<file path="config.mk">
export PLATFORM = sky130hd
export DESIGN_NAME = lcd_static_drv
export DESIGN_NICKNAME = d
export VERILOG_FILES = /design/src/rtl/lcd_drv_pkg.sv /design/src/rtl/lcd_bp_gen.sv /design/src/rtl/lcd_seg_decode.sv /design/src/rtl/lcd_seg_phase.sv /design/src/rtl/lcd_static_drv.sv
export SDC_FILE = /design/constraint.sdc
export NUM_CORES = 1
export LEC_CHECK = 0
export ABC_CLOCK_PERIOD_IN_PS = 4700
export BUFFER_PORTS_ARGS = -buffer_cell sky130_fd_sc_hd__buf_2
export CAP_MARGIN = 0
export CORE_MARGIN = 2
export CORE_UTILIZATION = 60
export CTS_CLUSTER_SIZE = 8
export DETAILED_ROUTE_END_ITERATION = 16
export PLACE_DENSITY = 0.82
export RECOVER_POWER = 100
export SYNTH_ARGS = -nofsm -noshare
export SYNTH_HDL_FRONTEND = slang
export SYNTH_SLANG_ARGS = --single-unit
</file>
<file path="constraint.sdc">
create_clock -name clk_i -period 4.7 [get_ports clk_i]
set_input_delay 0.235 -clock clk_i [delete_from_list [all_inputs] [get_ports clk_i]]
set_output_delay 0.235 -clock clk_i [all_outputs]
set_load 0.02 [all_outputs]
</file>
<file path="src/rtl/lcd_drv_pkg.sv">
package lcd_drv_pkg;

  localparam int unsigned SEG_W = 7;
  localparam int unsigned BCD_W = 4;

  typedef logic [SEG_W-1:0] seg7_t;

  localparam seg7_t SEG_OFF = '0;

  // bit 0 = a ... bit 6 = g
  function automatic seg7_t bcd_to_seg(input logic [BCD_W-1:0] bcd);
    seg7_t s;
    case (bcd)
      4'd0:    s = 7'b0111111;
      4'd1:    s = 7'b0000110;
      4'd2:    s = 7'b1011011;
      4'd3:    s = 7'b1001111;
      4'd4:    s = 7'b1100110;
      4'd5:    s = 7'b1101101;
      4'd6:    s = 7'b1111101;
      4'd7:    s = 7'b0000111;
      4'd8:    s = 7'b1111111;
      4'd9:    s = 7'b1101111;
      default: s = SEG_OFF;
    endcase
    return s;
  endfunction

endpackage

</file>
<file path="src/rtl/lcd_bp_gen.sv">
module lcd_bp_gen #(
  parameter int unsigned PRE_DIV = 4,
  parameter int unsigned BP_DIV  = 200
) (
  input  logic clk_i,
  input  logic rst_ni,
  output logic bp_o,
  output logic bp_edge_o
);

  localparam int unsigned HALF_TICKS = BP_DIV / 2;
  localparam int unsigned PW = (PRE_DIV > 1) ? $clog2(PRE_DIV) : 1;
  localparam int unsigned HW = (HALF_TICKS > 1) ? $clog2(HALF_TICKS) : 1;

  logic [PW-1:0] pre_cnt_q;
  logic [HW-1:0] half_cnt_q;
  logic          tick;
  logic          bp_q;

  assign tick      = (pre_cnt_q == PW'(PRE_DIV - 1));
  assign bp_edge_o = tick && (half_cnt_q == HW'(HALF_TICKS - 1));
  assign bp_o      = bp_q;

  // prescaler
  always_ff @(posedge clk_i or negedge rst_ni) begin
    if (!rst_ni)   pre_cnt_q <= '0;
    else if (tick) pre_cnt_q <= '0;
    else           pre_cnt_q <= pre_cnt_q + 1'b1;
  end

  // toggle counter
  always_ff @(posedge clk_i or negedge rst_ni) begin
    if (!rst_ni) begin
      half_cnt_q <= '0;
      bp_q       <= 1'b0;
    end else if (bp_edge_o) begin
      half_cnt_q <= '0;
      bp_q       <= ~bp_q;
    end else if (tick) begin
      half_cnt_q <= half_cnt_q + 1'b1;
    end
  end

  assert_half_cnt_range_R1: assert property (@(posedge clk_i) disable iff (!rst_ni)
    half_cnt_q <= HW'(HALF_TICKS - 1));

  assert_pre_cnt_range_R1: assert property (@(posedge clk_i) disable iff (!rst_ni)
    pre_cnt_q <= PW'(PRE_DIV - 1));

endmodule

</file>
<file path="src/rtl/lcd_seg_decode.sv">
module lcd_seg_decode
  import lcd_drv_pkg::*;
#(
  parameter int unsigned NUM_DIGITS = 3
) (
  input  logic [NUM_DIGITS*BCD_W-1:0] digits_i,
  input  logic [BCD_W-1:0]            thou_i,
  input  logic                        neg_i,
  output logic [NUM_DIGITS*SEG_W+1:0] on_o
);

  localparam int unsigned LEAD_BIT  = NUM_DIGITS * SEG_W;
  localparam int unsigned MINUS_BIT = LEAD_BIT + 1;

  for (genvar k = 0; k < NUM_DIGITS; k++) begin : g_digit
    assign on_o[k*SEG_W +: SEG_W] = bcd_to_seg(digits_i[k*BCD_W +: BCD_W]);
  end

  assign on_o[LEAD_BIT]  = (thou_i == BCD_W'(1));
  assign on_o[MINUS_BIT] = neg_i;

endmodule

</file>
<file path="src/rtl/lcd_seg_phase.sv">
module lcd_seg_phase #(
  parameter int unsigned WIDTH = 23
) (
  input  logic             clk_i,
  input  logic             rst_ni,
  input  logic             bp_i,
  input  logic             bp_edge_i,
  input  logic             lamp_i,
  input  logic [WIDTH-1:0] on_i,
  output logic [WIDTH-1:0] seg_o
);

  logic [WIDTH-1:0] on_q;
  logic             lamp_q;

  // on-state advances together with the backplane toggle
  always_ff @(posedge clk_i or negedge rst_ni) begin
    if (!rst_ni)        on_q <= '0;
    else if (bp_edge_i) on_q <= on_i;
  end

  always_ff @(posedge clk_i or negedge rst_ni) begin
    if (!rst_ni) lamp_q <= 1'b0;
    else         lamp_q <= lamp_i;
  end

  assign seg_o = lamp_q ? {WIDTH{1'b1}} : (on_q ^ {WIDTH{bp_i}});

  assert_seg_stable_between_edges_R8: assert property (@(posedge clk_i) disable iff (!rst_ni)
    (!lamp_q && $stable(lamp_q) && $stable(bp_i)) |-> $stable(seg_o));

endmodule

</file>
<file path="src/rtl/lcd_static_drv.sv">
module lcd_static_drv
  import lcd_drv_pkg::*;
#(
  parameter int unsigned NUM_DIGITS = 3,
  parameter int unsigned PRE_DIV    = 4,
  parameter int unsigned BP_DIV     = 200
) (
  input  logic                        clk_i,
  input  logic                        rst_ni,
  input  logic [NUM_DIGITS*4-1:0]     digits_i,
  input  logic [3:0]                  thou_i,
  input  logic                        neg_i,
  input  logic                        lamp_i,
  output logic                        bp_o,
  output logic [NUM_DIGITS*7-1:0]     digit_seg_o,
  output logic                        lead_bc_o,
  output logic                        minus_o
);

  localparam int unsigned ALL_W     = NUM_DIGITS * SEG_W + 2;
  localparam int unsigned HALF_CLKS = PRE_DIV * BP_DIV / 2;
  localparam int unsigned CW        = $clog2(HALF_CLKS + 1) + 1;

  logic             bp;
  logic             bp_edge;
  logic [ALL_W-1:0] on_state;
  logic [ALL_W-1:0] seg_all;

  lcd_bp_gen #(
    .PRE_DIV (PRE_DIV),
    .BP_DIV  (BP_DIV)
  ) i_bp_gen (
    .clk_i     (clk_i),
    .rst_ni    (rst_ni),
    .bp_o      (bp),
    .bp_edge_o (bp_edge)
  );

  lcd_seg_decode #(
    .NUM_DIGITS (NUM_DIGITS)
  ) i_decode (
    .digits_i (digits_i),
    .thou_i   (thou_i),
    .neg_i    (neg_i),
    .on_o     (on_state)
  );

  lcd_seg_phase #(
    .WIDTH (ALL_W)
  ) i_phase (
    .clk_i     (clk_i),
    .rst_ni    (rst_ni),
    .bp_i      (bp),
    .bp_edge_i (bp_edge),
    .lamp_i    (lamp_i),
    .on_i      (on_state),
    .seg_o     (seg_all)
  );

  assign bp_o        = bp;
  assign digit_seg_o = seg_all[NUM_DIGITS*SEG_W-1:0];
  assign lead_bc_o   = seg_all[NUM_DIGITS*SEG_W];
  assign minus_o     = seg_all[NUM_DIGITS*SEG_W+1];

  // half-period watch counter, independent of the divider
  logic [CW-1:0] chk_cnt_q;
  logic          chk_bp_q;

  always_ff @(posedge clk_i or negedge rst_ni) begin
    if (!rst_ni) begin
      chk_cnt_q <= '0;
      chk_bp_q  <= 1'b0;
    end else begin
      chk_bp_q  <= bp_o;
      chk_cnt_q <= (bp_o != chk_bp_q) ? CW'(1) : chk_cnt_q + 1'b1;
    end
  end

  assert_bp_half_period_R1: assert property (@(posedge clk_i) disable iff (!rst_ni)
    (bp_o != $past(bp_o)) |-> ($past(chk_cnt_q) == CW'(HALF_CLKS - 1)));

  assert_bp_no_missing_toggle_R1: assert property (@(posedge clk_i) disable iff (!rst_ni)
    chk_cnt_q <= CW'(HALF_CLKS));

  assert_minus_phase_R6: assert property (@(posedge clk_i) disable iff (!rst_ni)
    ((bp_o != $past(bp_o)) && !$past(lamp_i)) |-> ((minus_o ^ bp_o) == $past(neg_i)));

  assert_lead_phase_R5: assert property (@(posedge clk_i) disable iff (!rst_ni)
    ((bp_o != $past(bp_o)) && !$past(lamp_i)) |-> ((lead_bc_o ^ bp_o) == ($past(thou_i) == 4'd1)));

  assert_lamp_all_on_R9: assert property (@(posedge clk_i) disable iff (!rst_ni)
    $past(lamp_i) |-> ((&digit_seg_o) && lead_bc_o && minus_o));

  for (genvar k = 0; k < NUM_DIGITS; k++) begin : g_blank_chk
    assert_blank_code_R4: assert property (@(posedge clk_i) disable iff (!rst_ni)
      ((bp_o != $past(bp_o)) && !$past(lamp_i) && ($past(digits_i[k*4 +: 4]) > 4'd9))
      |-> ((digit_seg_o[k*7 +: 7] ^ {7{bp_o}}) == 7'd0));
  end

endmodule

</file>
==> results of run 1 <==
## final timing paths
kind / startpoint / end / slack, ns / depth (start not counted)
min in group asynchronous: rst_ni / i_phase.on_q[10] / 0.40 / 1
hold / removal: lamp_i / i_phase.lamp_q / 0.06 / 1
hold reg to reg: i_bp_gen.pre_cnt_q[0] / i_bp_gen.pre_cnt_q[0] / 0.44 / 1
max in group asynchronous: rst_ni / i_bp_gen.half_cnt_q[3] / 3.30 / 1
setup / recovery: i_bp_gen.pre_cnt_q[0] / i_phase.on_q[14] / 1.78 / 4
setup reg to reg: i_bp_gen.pre_cnt_q[0] / i_phase.on_q[14] / 1.78 / 4
## power by group
group	internal, uW	switching [uW]
Sequential	293	2.22
Clock	156	101
Combinational	28.8	43.7
Total	478	147
## cells in the mapped netlist, types with 3 or more instances
master / number
sky130_fd_sc_hd__nand2b_1: 37
sky130_fd_sc_hd__dfrtp_1: 34
sky130_fd_sc_hd__xnor2_1: 28
sky130_fd_sc_hd__ha_1: 20
sky130_fd_sc_hd__a21oi_1: 18
sky130_fd_sc_hd__inv_1: 11
sky130_fd_sc_hd__mux2_2: 11
sky130_fd_sc_hd__nor2_1: 8
sky130_fd_sc_hd__a31oi_1: 7
sky130_fd_sc_hd__buf_2: 7
sky130_fd_sc_hd__mux2_4: 7
sky130_fd_sc_hd__clkbuf_1: 6
sky130_fd_sc_hd__o22ai_1: 6
sky130_fd_sc_hd__a21o_1: 4
sky130_fd_sc_hd__o21ai_0: 4
sky130_fd_sc_hd__buf_6: 3
sky130_fd_sc_hd__nand2_1: 3
sky130_fd_sc_hd__nand4_1: 3
## final cells by class
type / count / area share, %
Clock buffer: 5 / 2.66
Clock inverter: 3 / 1.55
Inverter: 11 / 1.60
Multi-Input combinational cell: 171 / 51.6
Sequential cell: 34 / 32.9
Tap cell: 48 / 2.32
Timing Repair Buffer: 44 / 7.31
## sequential cells by signal, indices dropped and copies added, names as in the netlist
name	count
i_bp_gen.bp_o	1
i_phase.on_q	23
i_phase.lamp_q	1
i_bp_gen.pre_cnt_q	2
i_bp_gen.half_cnt_q	7
## layer usage
layer | GRT usage, % | vias to the layer above | share of wire, %
met5 | 0 | - | 0
met4 | 9.18 | 0 | 1.6
met3 | 4.22 | 6 | 3.9
met2 | 35.4 | 35 | 47
met1 | 24.7 | 773 | 47
li1 | - | 847 | -
## kinds of logic (layout without fill, tap and decap cells)
kind of cell	after synthesis	after routing	share of synthesized area, %
buffers and inverters	27	63	5.64
AO/OA/AOI/OAI	43	43	11.0
flip-flops	34	34	36.2
adder cells (fa/ha/maj)	20	20	10.6
multiplexers	18	18	9.74
XOR/XNOR	29	29	10.8
AND/OR/NAND/NOR	61	61	16.0
## through the flow
stage,utilization (%),hold slack (ns),cell area [sq um],cells
2_1_floorplan,-,-0.0606,2350,232
3_3_place_gp,68.4,0.329,2540,308
3_5_place_dp,68.4,0.339,2540,308
4_1_cts,71.3,0.0387,2650,316
5_1_grt,69.5,0.0606,2580,316
6_report,69.5,0.0588,2580,316
## critical path: stages (launching register included)
cell and delay (ns):
sky130_fd_sc_hd__dfrtp_1 0.35, sky130_fd_sc_hd__ha_1 0.30, sky130_fd_sc_hd__and4bb_1 0.50, sky130_fd_sc_hd__and2_0 1.21, sky130_fd_sc_hd__mux2_2 0.43
==> flow_summary.toml, run 1 <==
[timing]
rsz0062_at_grt = "no"
report.final.hold_viol_count = 0
report.final.slew_viol_count = 62
clock.fmax_ghz = 0.342
timing.max_slew.rel_slack_pct = -15.1
finClkSkew_ns = 0.00257
finalWorstPathRequiredPeriod_ns = 2.92
final.period_utilization_pct = 62.2
finalSetupViolations = 0
tightest_slew_ns = 1.73
setup_tns_ns = 0
fin_ws_ns = 1.78

[clock_tree]
cts_hold_buffers = 0
htreeDepth = 2
cts_tree = "yes"
cts.path.max_buffers = 2
clock_tree.root_cell = "sky130_fd_sc_hd__clkbuf_8"
postCtsResizedCells = 0
tritoncts.num_buffers = 5
post-cts-setup-buffers = 0
cts_sinks = 34
clk-insertion-delay-late_ns = 0.28
clk_pin_slew_worst_paths_ns = 0.07

[layout]
multi_input_comb_area_sq_um = 1330
most_frequent_standard_cell_in_the_layout_excluding_fill_and_tap_cells = "sky130_fd_sc_hd__nand2b_1"
insertedDiodeCount = 0
layout.area.seq_sq_um = 851
layout-drive-gt1-share_pct = 15.3
most-common-layout-cells = "sky130_fd_sc_hd__nand2b_1, sky130_fd_sc_hd__dfrtp_1, sky130_fd_sc_hd__xnor2_1"
layout.filler_cells = 327
nets_final = 307
areaGrowthSynthToFinish_pct = 9.96

[yosys]
yosysTopAreaCellShare_pct = 36.2
synth.cell_area_sq_um = 2350
synth.yosys.warnings = 0
mappedNetlistNets = 272
netlist-cell-type-count = 30
synth.area.top_cells = "sky130_fd_sc_hd__dfrtp_1, sky130_fd_sc_hd__ha_1, sky130_fd_sc_hd__xnor2_1"
postSynth.asyncResetShare_pct = 100
number_of_enable_type_register_cells_in_the_synthesized_netlist = 0
synth-seq-cells = 34
post_synth.cell_area_avg_sq_um = 10.1
yosysSeqAreaShare_pct = 36.2
synth_top_flop_cell = "sky130_fd_sc_hd__dfrtp_1"
synth_cells = 232
yosys.area.top_type = "sky130_fd_sc_hd__dfrtp_1"

[setup_path]
path_max_fanout = 26
cp.required_ns = 4.87
critical_path_arrival_ns = 3.09
worstSetupPathType = "flip-flop to flip-flop"
start_kind = "flip-flop"
kind_of_end_point_of_the_critical_path = "flip-flop"

[global_routing]
grt_overflow_total = 0
antenna_found_initial = 0
grt_first_pass_wirelength_mm = 6.87
globalRouteTotalUtil_pct = 20.6
first_global_vias = 1586
largest_net_degree_at_the_start_of_global_routing = 35

[floorplan]
chipHeight_um = 66.6
floorplan.initialDensity_pct = 63.2
core_rows = 22
design.core.area_sq_um = 3720
floorplan.die_area_sq_um = 4430
io_pins = 44
die_w_um = 66.6

[drt]
average_wire_per_standard_cell_um = 12.6
drtAntennaViolNets = 0
drt_drc = 0
detail_route.iter0.violations = 78
vias = 1661
viasPerCell = 5.26
drt_wl_total_mm = 3.98
drt_pass1_iterations = 4

[status]
run_status = "finished, violations left"
failed_checks = "capacitance limit, slew limit"

[min_path]
holdCritPathClass = "input pin to flip-flop"

[place]
place.gp.congestion = 0.773
portBuffers = 43
dp_slack_ns = 2.77
detailed_placement_hpwl_mm = 2.93

[run]
timing.max_cap.violations = 2

[power_and_ir_drop]
power.density_cell_area_nw_per_um2 = 242
peak_ir_drop_on_the_vdd_network_v = 0.000178
power.static_leakage_uw = 0.00116
fin_total_pwr_uw = 624
(Power assumes the default switching activity.)
==> run 2: changes to the inputs <==
- ABC_CLOCK_PERIOD_IN_PS: 4700 -> 2500
- CORE_UTILIZATION: 60 -> 50
- PLACE_DENSITY: 0.82 -> 0.73
- clock period: 4.7 -> 2.5 ns (I/O delays scaled with it)
==> run 2 against run 1 <==
Effect of this change:
- the run still ends with capacitance limit, slew limit left
- sequential share of layout area is 0.24 points lower
- critical path depth stayed put
- clock skew is 0.0016 ns higher
- sequential cell count stayed put
- sequential power is 88% higher
- global-route usage is 2.5 points lower
- via count hardly changed
- utilization is 11 points lower
- hold slack better by 0.0062 ns
- critical endpoint is now digit_seg_o[17]
==> flow_summary.toml, run 2 (synthesis gave the netlist of run 1 again) <==
[timing]
tightest_slew_ns = 1.78
finalWorstPathRequiredPeriod_ns = 1.96
timing.max_slew.rel_slack_pct = -18.4
report.final.hold_viol_count = 0
rsz0062_at_grt = "no"
report.final.slew_viol_count = 35
fin_ws_ns = 0.539
finClkSkew_ns = 0.00421
finalSetupViolations = 0
setup_tns_ns = 0
final.period_utilization_pct = 78.5
clock.fmax_ghz = 0.510
hold-worst-slack_ns = 0.0650

[global_routing]
grt_util_met1_pct = 24.4
globalRouteTotalUtil_pct = 18.1
largest_net_degree_at_the_start_of_global_routing = 35
antenna_found_initial = 0
global_route.usage.met3_pct = 5.28
globalRouteMet2Util_pct = 27.2
most_crowded_layer_gr = "met2"
grt_first_pass_wirelength_mm = 7.21
grt_overflow_total = 0
first_global_vias = 1549

[layout]
nets_final = 309
multi_input_comb_area_sq_um = 1340
most_frequent_standard_cell_in_the_layout_excluding_fill_and_tap_cells = "sky130_fd_sc_hd__nand2b_1"
largestRegisters = "i_phase.on_q (23), i_bp_gen.half_cnt_q (7), i_bp_gen.pre_cnt_q (2)"
insertedDiodeCount = 0
most-common-layout-cells = "sky130_fd_sc_hd__nand2b_1, sky130_fd_sc_hd__dfrtp_1, sky130_fd_sc_hd__xnor2_1"
largest_register_ff_count = 23
largest-register = "i_phase.on_q"
layout-drive-gt1-share_pct = 16.3
layout.filler_cells = 416
layout.area.seq_sq_um = 851
areaGrowthSynthToFinish_pct = 10.8

[setup_path]
worst_setup_path_startpoint = "i_bp_gen.bp_o"
critPathBufInv = 2
worstSetupPathType = "flip-flop to output pin"
start_kind = "flip-flop"
worstRegToRegCells = 4
path_delay_family = "buffers and inverters"
critical_path.max_stage_delay_ns = 0.61
kind_of_end_point_of_the_critical_path = "output pin"
path_max_fanout = 23
ff2ff_setup_slack_ns = 0.58
worstPathCellList = "clkbuf_2 -> xnor2_1 -> nand2b_1 -> clkbuf_1"
cp.required_ns = 2.38
critical_path_arrival_ns = 1.84
crit_end = "digit_seg_o[17]"
worst-path-stages = 4
r2r-start = "i_bp_gen.pre_cnt_q[0]"
timing.rr.end = "i_phase.on_q[13]"
cpMaxStageDelayCell = "sky130_fd_sc_hd__clkbuf_2"

[power_and_ir_drop]
switching_power_uw = 290
power.clock.fraction_pct = 37.9
power.static_leakage_uw = 0.00116
swShare_pct = 25.9
peak_ir_drop_on_the_vdd_network_v = 0.000207
power.sequential.fraction_pct = 49.7
power.density_cell_area_nw_per_um2 = 429
pwr-share-comb_pct = 12.4
fin_total_pwr_uw = 1120
cell_internal_pwr_uw = 828

[clock_tree]
htreeDepth = 2
post-cts-setup-buffers = 0
clk-insertion-delay-late_ns = 0.29
cts.path.max_buffers = 2
clk_pin_slew_worst_paths_ns = 0.07
cts_sinks = 34
cts_tree = "yes"
clock_tree.root_cell = "sky130_fd_sc_hd__clkbuf_8"
tritoncts.num_buffers = 5

[min_path]
holdCritPathClass = "input pin to flip-flop"

[drt]
average_wire_per_standard_cell_um = 13.2
vias = 1662
drt_wl_total_mm = 4.24
drt_pass1_iterations = 4
viasPerCell = 5.16
detail_route.iter0.violations = 97
drtAntennaViolNets = 0
drt_drc = 0

[place]
detailed_placement_hpwl_mm = 3.00
dp_slack_ns = 0.552
place.gp.congestion = 0.816
portBuffers = 43

[floorplan]
chipHeight_um = 72.6
design.core.area_sq_um = 4440
core_rows = 24
floorplan.initialDensity_pct = 52.9
die_w_um = 72.6
floorplan.die_area_sq_um = 5260
io_pins = 44

[run]
timing.max_cap.violations = 1

[status]
run_status = "finished, violations left"
failed_checks = "capacitance limit, slew limit"
-- run 2: area by class of cell --
| cell class | instances | area share, % |
|---|---|---|
| clock buffers | 6 | 3.17 |
| inverters | 11 | 1.59 |
| clock inverters | 2 | 0.481 |
| multi-input cells | 171 | 51.5 |
| flip-flops and latches | 34 | 32.7 |
| repair buffers | 46 | 8.08 |
| well taps | 52 | 2.50 |
-- run 2: repair_timing --
item,4_1_cts,5_1_grt
endpoints found under the setup margin,0,0
gates resized for setup,0,0
hold endpoints to repair,35,0
hold buffers,2,0
-- run 2: how the worst min path moves through the flow --
stage | depth (start not counted) | to | start | slack, ns
after floorplan | 0 | i_bp_gen.bp_o | rst_ni | -0.17
after global placement | 1 | i_phase.on_q[3] | rst_ni | 0.23
after detailed placement | 1 | i_phase.on_q[3] | rst_ni | 0.23
after CTS | 2 | i_phase.on_q[22] | neg_i | 0.06
after global routing | 2 | i_phase.on_q[22] | neg_i | 0.07
final | 2 | i_phase.on_q[22] | neg_i | 0.06
-- run 2: stage by stage --
stage | instance area, sq um | std cells | utilization (%)
after detailed placement | 2550 | 312 | 57.3
after floorplan | 2350 | 232 | -
after global placement | 2550 | 312 | 57.3
final | 2600 | 322 | 58.6
after CTS | 2660 | 322 | 59.9
after global routing | 2600 | 322 | 58.6
-- run 2: worst register-to-register path, delay by kind of cell, from the launching register on --
family                     cells  cell delay, ns
DFF                            1            0.35
muxes                          1            0.38
adders and majority gates      1            0.31
and+or+nand+nor                2            0.77
-- run 2: power groups by stage --
stage | logic [uW] | clock network (uW) | registers [uW]
finish | 139 | 424 | 555
global route | 158 | 452 | 556
CTS | 145 | 432 | 555
detailed placement | 142 | 0 | 566
global placement | 139 | 0 | 566
floorplan | 91.1 | 0 | 562
-- run 2: layer usage --
metal / up-vias / wire (um) / part of all wire, %
li1: 850 / - / -
met2: 43 / 1930 / 45
met1: 764 / 2060 / 48
met4: 0 / 75 / 1.8
met5: - / 0 / 0
met3: 5 / 182 / 4.3
==> run 3: changes to the inputs <==
- ABC_AREA: default -> 1
- ABC_CLOCK_PERIOD_IN_PS: 2500 -> 1800
- clock period: 2.5 -> 1.8 ns (I/O delays scaled with it)
==> run 3 against run 2 <==
Effect of this change:
- the flow now finishes without violations
- final cell count up 32%
- final area unchanged
- register-to-register slack got worse by 0.36 ns
- highest routed layer unchanged
==> flow_summary.toml, run 3 <==
[layout]
most-common-layout-cells = "sky130_fd_sc_hd__nand2_1, sky130_fd_sc_hd__dfrtp_1, sky130_fd_sc_hd__inv_1"
largestRegisters = "i_phase.on_q (23), i_bp_gen.half_cnt_q (7), i_bp_gen.pre_cnt_q (2)"
largest_register_ff_count = 23
most_frequent_standard_cell_in_the_layout_excluding_fill_and_tap_cells = "sky130_fd_sc_hd__nand2_1"
nets_final = 411
final_instance_count_excl_fillers = 424
largest-register = "i_phase.on_q"
utilization_pct = 59.8
insertedDiodeCount = 0
layout-drive-gt1-share_pct = 14.0
areaGrowthSynthToFinish_pct = 14.6

[drt]
viasPerCell = 4.69
drt_wl_total_mm = 4.35
drt_pass1_iterations = 6
detailroute.wirelength.met2_mm = 2.10
maxUsedRoutingLayer = "met4"
drt_drc = 0
detailroute.wirelength.met3_um = 210
routedLengthMet1_mm = 2.01
drtAntennaViolNets = 0
detail_route.iter0.violations = 129
average_wire_per_standard_cell_um = 10.3
vias = 1988

[yosys]
yosys.area.top_type = "sky130_fd_sc_hd__dfrtp_1"
synth_xor_xnor_area_share_pct = 0.386
mappedNetlistNets = 368
synth_top_family_by_area = "simple AND/OR/NAND/NOR gates"
netlist-cell-type-count = 20
synth_top_flop_cell = "sky130_fd_sc_hd__dfrtp_1"
post_synth_mux_area_share_pct = 0
synth.yosys.warnings = 0
synth_cells = 328
postSynth.asyncResetShare_pct = 100
post_synth.cell_area_avg_sq_um = 6.92
synth_compound_area_share_pct = 11.2
synth.cell_area_sq_um = 2270
synth.area.top_cells = "sky130_fd_sc_hd__dfrtp_1, sky130_fd_sc_hd__nand2_1, sky130_fd_sc_hd__ha_1"
synth-seq-cells = 34
yosysTopAreaCellShare_pct = 37.5
number_of_enable_type_register_cells_in_the_synthesized_netlist = 0
synth_adder_area_share_pct = 11.0
most_instantiated_library_cell_after_synthesis = "sky130_fd_sc_hd__nand2_1"
synth_simple_gate_area_share_pct = 31.3
yosys-top-cells-count = "sky130_fd_sc_hd__nand2_1, sky130_fd_sc_hd__dfrtp_1, sky130_fd_sc_hd__inv_1"
yosysSeqAreaShare_pct = 37.5

[floorplan]
design.core.area_sq_um = 4350
io_pins = 44
chipHeight_um = 71.4
core_rows = 24
floorplan.die_area_sq_um = 5100
floorplan.initialDensity_pct = 52.2
die_w_um = 71.4

[timing]
final.period_utilization_pct = 90.4
rsz0062_at_grt = "no"
report.final.slew_viol_count = 0
timing.max_slew.rel_slack_pct = 45.4
clock.fmax_ghz = 0.615
finClkSkew_ns = 0.00942
report.final.hold_viol_count = 0
finalWorstPathRequiredPeriod_ns = 1.63
fin_ws_ns = 0.174
tightest_slew_ns = 0.819
setup_tns_ns = 0
finalSetupViolations = 0

[setup_path]
path_max_fanout = 47
critical_path.max_stage_delay_ns = 0.40
r2r-start = "i_bp_gen.pre_cnt_q[0]"
cp.required_ns = 1.71
worstPathCellList = "inv_1 -> buf_4 -> a21oi_1 -> o21ai_0 -> clkbuf_1"
start_kind = "flip-flop"
critPathBufInv = 3
worstSetupPathType = "flip-flop to output pin"
critical_path_arrival_ns = 1.54
kind_of_end_point_of_the_critical_path = "output pin"
worst_setup_path_startpoint = "i_bp_gen.bp_o"
path_delay_family = "buffers and inverters"
cpMaxStageDelayCell = "sky130_fd_sc_hd__dfrtp_1"

[min_path]
holdCritPathClass = "input pin to flip-flop"
timing.hold.worst.start = "neg_i"

[global_routing]
first_global_vias = 1819
antenna_found_initial = 0
globalRouteTotalUtil_pct = 18.5
grt_overflow_total = 0
largest_net_degree_at_the_start_of_global_routing = 48
grt_first_pass_wirelength_mm = 7.68

[run]
timing.max_cap.violations = 0

[power_and_ir_drop]
fin_total_pwr_uw = 1480
power.static_leakage_uw = 0.00142
peak_ir_drop_on_the_vdd_network_v = 0.000272
power.density_cell_area_nw_per_um2 = 569

[clock_tree]
htreeDepth = 2
cts_tree = "yes"
cts.path.max_buffers = 2
cts_sinks = 34
tritoncts.num_buffers = 5
clk_pin_slew_worst_paths_ns = 0.07
clk-insertion-delay-late_ns = 0.28
clock_tree.root_cell = "sky130_fd_sc_hd__clkbuf_8"
post-cts-setup-buffers = 0

[place]
place.gp.congestion = 0.818
dp_slack_ns = 0.237
numPlacedInstances = 414
detailed_placement_hpwl_mm = 3.19
portBuffers = 43

[status]
run_status = "complete, no violations"
## run 3: cell count changes in the layout (fill, tap and decap cells not counted), moves of 9 or more
| cell | before | now |
|---|---|---|
| sky130_fd_sc_hd__clkbuf_2 | 1 | 17 |
| sky130_fd_sc_hd__xnor2_1 | 28 | 0 |
| sky130_fd_sc_hd__nand2b_1 | 37 | 0 |
| sky130_fd_sc_hd__nand2_1 | 3 | 153 |
| sky130_fd_sc_hd__o21ai_0 | 4 | 26 |
| sky130_fd_sc_hd__mux2_2 | 11 | 0 |
| sky130_fd_sc_hd__inv_1 | 11 | 30 |
| sky130_fd_sc_hd__nand3_1 | 1 | 10 |
| sky130_fd_sc_hd__clkbuf_1 | 24 | 7 |
## run 3: area by class of cell
cell class / instances / area [sq um]
flip-flops and latches: 34 / 852
repair buffers: 47 / 255
well taps: 52 / 65.1
clock inverters: 1 / 5.00
clock buffers: 7 / 86.3
fillers: 428 / 1750
multi-input cells: 252 / 1220
inverters: 31 / 116
## run 3: final timing paths
path	end	slack (ns)	cells after the start
setup / recovery	digit_seg_o[1]	0.17	5
hold / removal	i_phase.on_q[22]	0.02	3
setup reg to reg	i_phase.on_q[21]	0.22	6
hold reg to reg	i_bp_gen.pre_cnt_q[0]	0.44	1
max in group asynchronous	i_phase.lamp_q	0.79	2
min in group asynchronous	i_phase.on_q[4]	0.42	2
## run 3: timing repair
item	in CTS	in global routing
hold buffers	2	0
resized for setup	0	1
endpoints found under the setup margin	0	1
endpoints found under the hold margin	35	0
## run 3: logic make-up after synthesis
group                      count (synthesis)
buffers and inverters                     42
adders and majority gates                 20
xor gates and xnor gates                   1
AOI/OAI and AO/OA                         51
and+or+nand+nor                          180
DFF                                       34
## run 3: layer usage
layer / up-vias / GRT usage [%]
met4: 0 / 5.66
met5: - / 0
met2: 40 / 30.9
met3: 2 / 4.50
li1: 1101 / -
met1: 845 / 23.9
## run 3: per-stage QoR
stage	area [sq um]	hold WS [ns]
final	2600	0.0151
after global routing	2600	0.0344
after CTS	2610	0.00138
after detailed placement	2500	0.195
after global placement	2500	0.191
after floorplan	2270	-0.206
## run 3: worst min-delay path, cell delays in order
cell,delay [ns]
sky130_fd_sc_hd__buf_2,0.08
sky130_fd_sc_hd__nand2_1,0.05
sky130_fd_sc_hd__nand2_1,0.05
## run 3: power breakdown
group / leakage (uW) / switching [uW] / internal, uW
Sequential: 0.000337 / 8.07 / 765
Combinational: 0.00103 / 89.4 / 51.5
Clock: 0.0000482 / 259 / 308
Total: 0.00142 / 356 / 1120
